--- src/rtl/smg_pkg.sv ---
package smg_pkg;

    localparam int MB_SHIFT = 20;

    typedef enum logic [1:0] {
        SEG_1MB = 2'b00,
        SEG_2MB = 2'b01,
        SEG_8MB = 2'b10,
        SEG_EXT = 2'b11
    } seg_size_e;

    typedef struct packed {
        logic open;
        logic closed;
        logic lock;
        logic gen;
    } smram_ctl_t;

    typedef struct packed {
        seg_size_e size;
        logic      seg_en;
    } ext_ctl_t;

    function automatic smram_ctl_t unpack_main(input logic [7:0] b);
        smram_ctl_t c;
        c.open   = b[6];
        c.closed = b[5];
        c.lock   = b[4];
        c.gen    = b[3];
        return c;
    endfunction

    function automatic logic [7:0] pack_main(input smram_ctl_t c);
        return {1'b0, c.open, c.closed, c.lock, c.gen, 3'b000};
    endfunction

    function automatic ext_ctl_t unpack_ext(input logic [7:0] b);
        ext_ctl_t e;
        e.size   = seg_size_e'(b[2:1]);
        e.seg_en = b[0];
        return e;
    endfunction

    function automatic logic [7:0] pack_ext(input ext_ctl_t e);
        return {5'b00000, e.size, e.seg_en};
    endfunction

endpackage

--- src/rtl/smg_cfg_regs.sv ---
module smg_cfg_regs
    import smg_pkg::*;
#(
    parameter int EXT_W = 8
) (
    input  logic             clk,
    input  logic             rst,
    input  logic [EXT_W-1:0] ext_size_in,
    input  logic             cfg_we,
    input  logic             cfg_sel,
    input  logic [7:0]       cfg_wdata,
    output logic [7:0]       cfg_rdata,
    output smram_ctl_t       smram_q,
    output ext_ctl_t         ext_q,
    output logic [EXT_W-1:0] ext_mb_q
);

    smram_ctl_t wr_main;
    ext_ctl_t   wr_ext;

    always_comb begin
        wr_main = unpack_main(cfg_wdata);
        wr_ext  = unpack_ext(cfg_wdata);
    end

    always_ff @(posedge clk) begin
        if (rst) begin
            smram_q  <= '0;
            ext_q    <= '{size: SEG_1MB, seg_en: 1'b0};
            ext_mb_q <= ext_size_in;
        end else if (cfg_we) begin
            if (!cfg_sel) begin
                smram_q.closed <= wr_main.closed;
                if (!smram_q.lock) begin
                    smram_q.gen  <= wr_main.gen;
                    smram_q.lock <= wr_main.lock;
                    smram_q.open <= wr_main.open & ~wr_main.lock;
                end
            end else if (!smram_q.lock) begin
                ext_q <= wr_ext;
            end
        end
    end

    assign cfg_rdata = cfg_sel ? pack_ext(ext_q) : pack_main(smram_q);

endmodule

--- src/rtl/smg_seg_window.sv ---
module smg_seg_window
    import smg_pkg::*;
#(
    parameter int ADDR_W = 32,
    parameter int RAM_MB = 128,
    parameter int EXT_W  = 8
) (
    input  ext_ctl_t          ext_q,
    input  logic [EXT_W-1:0]  ext_mb_q,
    output logic [ADDR_W-1:0] base_addr,
    output logic [ADDR_W-1:0] top_addr
);

    localparam int MB_W = ADDR_W - MB_SHIFT;
    localparam logic [MB_W-1:0] RAM_MB_V = MB_W'(RAM_MB);

    logic [MB_W-1:0] size_mb;
    logic [MB_W-1:0] base_mb;

    always_comb begin
        unique case (ext_q.size)
            SEG_1MB: size_mb = MB_W'(1);
            SEG_2MB: size_mb = MB_W'(2);
            SEG_8MB: size_mb = MB_W'(8);
            default: size_mb = MB_W'(ext_mb_q);
        endcase
        base_mb = (size_mb >= RAM_MB_V) ? '0 : (RAM_MB_V - size_mb);
    end

    assign base_addr = {base_mb, {MB_SHIFT{1'b0}}};
    assign top_addr  = {RAM_MB_V, {MB_SHIFT{1'b0}}};

endmodule

--- src/rtl/smg_access_filter.sv ---
module smg_access_filter
    import smg_pkg::*;
#(
    parameter int ADDR_W = 32
) (
    input  logic [ADDR_W-1:0] mem_addr,
    input  logic              mem_smm,
    input  logic              mem_wr,
    input  smram_ctl_t        smram_q,
    input  ext_ctl_t          ext_q,
    input  logic [ADDR_W-1:0] base_addr,
    input  logic [ADDR_W-1:0] top_addr,
    output logic              mem_block,
    output logic [7:0]        mem_rdata
);

    logic in_seg;
    logic guarded;

    always_comb begin
        in_seg    = (mem_addr >= base_addr) && (mem_addr < top_addr);
        guarded   = smram_q.gen && ext_q.seg_en && !smram_q.open;
        mem_block = in_seg && guarded && !mem_smm;
        mem_rdata = (mem_block && !mem_wr) ? 8'hFF : 8'h00;
    end

endmodule

--- src/rtl/smram_guard.sv ---
module smram_guard
    import smg_pkg::*;
#(
    parameter int ADDR_W = 32,
    parameter int RAM_MB = 128,
    parameter int EXT_W  = 8
) (
    input  logic              clk,
    input  logic              rst,
    input  logic [EXT_W-1:0]  ext_size_mb,
    input  logic              cfg_we,
    input  logic              cfg_sel,
    input  logic [7:0]        cfg_wdata,
    output logic [7:0]        cfg_rdata,
    input  logic [ADDR_W-1:0] mem_addr,
    input  logic              mem_smm,
    input  logic              mem_wr,
    output logic              mem_block,
    output logic [7:0]        mem_rdata
);

    smram_ctl_t        smram_q;
    ext_ctl_t          ext_q;
    logic [EXT_W-1:0]  ext_mb_q;
    logic [ADDR_W-1:0] base_addr;
    logic [ADDR_W-1:0] top_addr;

    smg_cfg_regs #(.EXT_W(EXT_W)) u_regs (
        .clk         (clk),
        .rst         (rst),
        .ext_size_in (ext_size_mb),
        .cfg_we      (cfg_we),
        .cfg_sel     (cfg_sel),
        .cfg_wdata   (cfg_wdata),
        .cfg_rdata   (cfg_rdata),
        .smram_q     (smram_q),
        .ext_q       (ext_q),
        .ext_mb_q    (ext_mb_q)
    );

    smg_seg_window #(.ADDR_W(ADDR_W), .RAM_MB(RAM_MB), .EXT_W(EXT_W)) u_win (
        .ext_q     (ext_q),
        .ext_mb_q  (ext_mb_q),
        .base_addr (base_addr),
        .top_addr  (top_addr)
    );

    smg_access_filter #(.ADDR_W(ADDR_W)) u_filt (
        .mem_addr  (mem_addr),
        .mem_smm   (mem_smm),
        .mem_wr    (mem_wr),
        .smram_q   (smram_q),
        .ext_q     (ext_q),
        .base_addr (base_addr),
        .top_addr  (top_addr),
        .mem_block (mem_block),
        .mem_rdata (mem_rdata)
    );

endmodule

--- config.mk ---
export PLATFORM = sky130hd
export DESIGN_NAME = smram_guard
export DESIGN_NICKNAME = d
export VERILOG_FILES = /design/src/rtl/smg_pkg.sv /design/src/rtl/smg_cfg_regs.sv /design/src/rtl/smg_seg_window.sv /design/src/rtl/smg_access_filter.sv /design/src/rtl/smram_guard.sv
export SDC_FILE = /design/constraint.sdc
export NUM_CORES = 1
export LEC_CHECK = 0
export BUFFER_PORTS_ARGS = -buffer_cell sky130_fd_sc_hd__buf_2
export CORE_MARGIN = 10
export CORE_UTILIZATION = 47
export CTS_CLUSTER_SIZE = 12
export DETAILED_ROUTE_END_ITERATION = 8
export GPL_TIMING_DRIVEN = 0
export PLACE_DENSITY = 0.85
export SLEW_MARGIN = 20
export SYNTH_ARGS = -nofsm -noshare
export SYNTH_HDL_FRONTEND = slang
export SYNTH_SLANG_ARGS = --single-unit
--- constraint.sdc ---
create_clock -name clk -period 7.7 [get_ports clk]
set_clock_uncertainty 0.15 [all_clocks]
set_input_delay 1.925 -clock clk [delete_from_list [all_inputs] [get_ports clk]]
set_output_delay 1.925 -clock clk [all_outputs]
set_load 0.03 [all_outputs]
==> flow_summary.json <==
{
  "status": "finished clean",
  "tightest_slew_ps": 535,
  "ys_ff_latch": 15,
  "synthesis.nets": 199,
  "diodes": 0,
  "drcViolationCount": 0,
  "dieArea_sq_mm": 0.00500,
  "cts.sinks": 15,
  "ant_nets": 0,
  "fin_crit_sh_pct": 79.8,
  "grt-ovfl-total": 0,
  "hold_path.class": "flip-flop to flip-flop",
  "r2r-end": "u_regs.ext_q[0]",
  "cts_resized": 0,
  "power_density_mw_per_mm2": 114,
  "cts_hold_buf": 0,
  "grt_usage_pct": 12.7,
  "leakagePower_nw": 0.806,
  "cts_tree": "done",
  "ys.flop_type": "edfxtp_1",
  "wl_per_cell_um": 14.8,
  "antenna_found_initial": 0,
  "yosys-top-cells-area": "edfxtp_1 20%, ha_1 13%, dfxtp_1 12%",
  "die_x_um": 70.7,
  "area_delta_synth_final_pct": 33.5,
  "synthesis.instances": 132,
  "crit_type": "flip-flop to output port",
  "slowest_delay_ps": 410,
  "rrSetupSlack_ps": 6530,
  "core_area_sq_mm": 0.00248,
  "htree_levels": 1,
  "vias_per_cell": 5.24,
  "fin_crit_ps": 6140,
  "critPathLaunch": "u_regs.ext_q[1]",
  "syn_area_per_cell_sq_um": 9.17,
  "maxCapViolCount": 0,
  "cts.root.buffer_cell": "clkbuf_4",
  "first_iter_violations": 31,
  "critPathCapture": "mem_rdata[1]",
  "fin_util_pct": 65.2,
  "nets": 272,
  "yosysWarnings": 0,
  "yosysTopAreaCell": "edfxtp_1",
  "max-slew-margin-rel_pct": 64.0,
  "drive_gt1_share_pct": 42.6,
  "setup_viol": 0,
  "hold-path-cell-count": 2,
  "worstSkewPairLatency_ps": 280,
  "slowest_stage": "or3_4",
  "critPathCaptureType": "output port",
  "synth.most_common_cell": "ha_1",
  "numCtsBuffers": 3,
  "fin_setup_tns_ps": 0,
  "critical_path_arrival_ps": 4070,
  "synth_top_area_share_pct": 19.9,
  "r2r_start": "u_regs.smram_q[1]",
  "async_flop_share_pct": 0,
  "fmax_ghz": 0.163,
  "io_pins": 71,
  "die_h_um": 70.7,
  "grt_start_max_net_pins": 16,
  "ys_types": 40,
  "synth-edff-count": 8,
  "rsz0062_at_grt": "no",
  "synth_top_cells_by_count": "13 x ha_1, 12 x nor2_1, 11 x a21oi_1",
  "rows": 18,
  "totalPowerFinal_w": 0.000184,
  "cp_max_fo": 10,
  "initial_core_util_pct": 48.8,
  "path_cells": "buf_2 -> and2_1 -> a21oi_1 -> ha_1 -> o21ai_1 -> nor3b_2 -> nand4_1 -> ha_1 -> nand4_2 -> or3_4 -> o32ai_2 -> nor4_1 -> nor3_2 -> buf_4 -> buf_2",
  "hpwl_um": 3040,
  "routabilityCongestion": 0.813,
  "clk_pin_slew_worst_paths_ps": 90,
  "grt_pass1_vias": 1295,
  "cts.path.max_buffers": 2,
  "cp-start-kind": "flip-flop",
  "seq_area_frac_synth_pct": 31.4,
  "hold_viol": 0,
  "grt_pass1_wl_um": 5510,
  "port_buffers": 68,
  "vias": 1226,
  "syn-cell-area_sq_mm": 0.00121,
  "post-cts-setup-buffers": 0,
  "required_ps": 5620,
  "dr.pass1.iters": 4,
  "reg2reg_depth": 3,
  "vdd_ir_drop_max_v": 0.000108,
  "drt-total-wl_um": 3450,
  "slew_viol_final": 0
}
==> worst min path at each step <==
stage	startpoint	end	slack, ps
detailed placement	u_regs.smram_q[2]	u_regs.smram_q[2]	330
finish	u_regs.smram_q[3]	u_regs.smram_q[3]	350
global route	u_regs.smram_q[2]	u_regs.smram_q[2]	390
global placement	u_regs.smram_q[2]	u_regs.smram_q[2]	320
floorplan	u_regs.smram_q[3]	u_regs.smram_q[3]	290
CTS	u_regs.smram_q[3]	u_regs.smram_q[3]	350
==> power by group <==
part | leakage, nW | internal (W) | total (W) | switching (W)
combinational | 0.652 | 0.0000242 | 0.0000472 | 0.0000230
clock | 0.0177 | 0.0000192 | 0.0000419 | 0.0000227
sequential | 0.135 | 0.0000898 | 0.0000951 | 0.00000521
==> layout make-up <==
type,count,area (sq um)
fillers,219,862
multi-input cells,106,757
flip-flops and latches,15,380
repair buffers,68,340
plain buffers,9,65.1
well taps,30,37.5
clock buffers,3,22.5
inverters,2,7.51
clock inverters,1,5.00
==> worst max-delay path: cells and delay by family (launching register included) <==
| kind | cells | cell delay [ps] |
|---|---|---|
| AO/OA/AOI/OAI | 3 | 530 |
| adder cells (fa/ha/maj) | 2 | 640 |
| buffers and inverters | 3 | 560 |
| flip-flops | 1 | 320 |
| AND/OR/NAND/NOR | 7 | 1740 |
==> state kept, by name, summed over array words and instances, names as in the netlist <==
signal and flops:
u_regs.ext_mb_q 8, u_regs.smram_q 4, u_regs.ext_q 3
==> cells by family after synthesis <==
| kind of cell | count (synthesis) | share of synthesized area, % |
|---|---|---|
| AO/OA/AOI/OAI | 22 | 11.2 |
| multiplexers | 6 | 4.96 |
| adder cells (fa/ha/maj) | 13 | 13.4 |
| XOR/XNOR | 3 | 2.17 |
| other | 1 | 0.310 |
| AND/OR/NAND/NOR | 61 | 30.5 |
| buffers and inverters | 11 | 6.00 |
| flip-flops | 15 | 31.4 |
==> cell usage in the layout, fill, tap and decap left out, types with 4 or more instances in the layout <==
cell type and instances:
a21oi_1 11, and2_1 4, buf_2 69, buf_4 8
dfxtp_1 7, edfxtp_1 8, ha_1 13, mux2i_1 6
nand2_1 10, nor2_1 12, nor2b_1 9, nor4_1 4
o21ai_1 4
==> layer usage <==
metal	GRT usage, %	share of wire (%)
met1	13.3	39
met5	0	0
met3	4.88	9.6
met4	3.01	0.52
met2	23.1	51
==> per-stage QoR <==
stage / area (sq um) / worst slack (ps) / hold WS (ps) / cells
after floorplan: 1210 / 1680 / 293 / 132
after global placement: 1590 / 1730 / 322 / 230
after detailed placement: 1590 / 1650 / 331 / 230
after CTS: 1620 / 1550 / 348 / 234
after global routing: 1620 / 1210 / 393 / 234
final: 1620 / 1560 / 352 / 234
(Power assumes the default switching activity.)
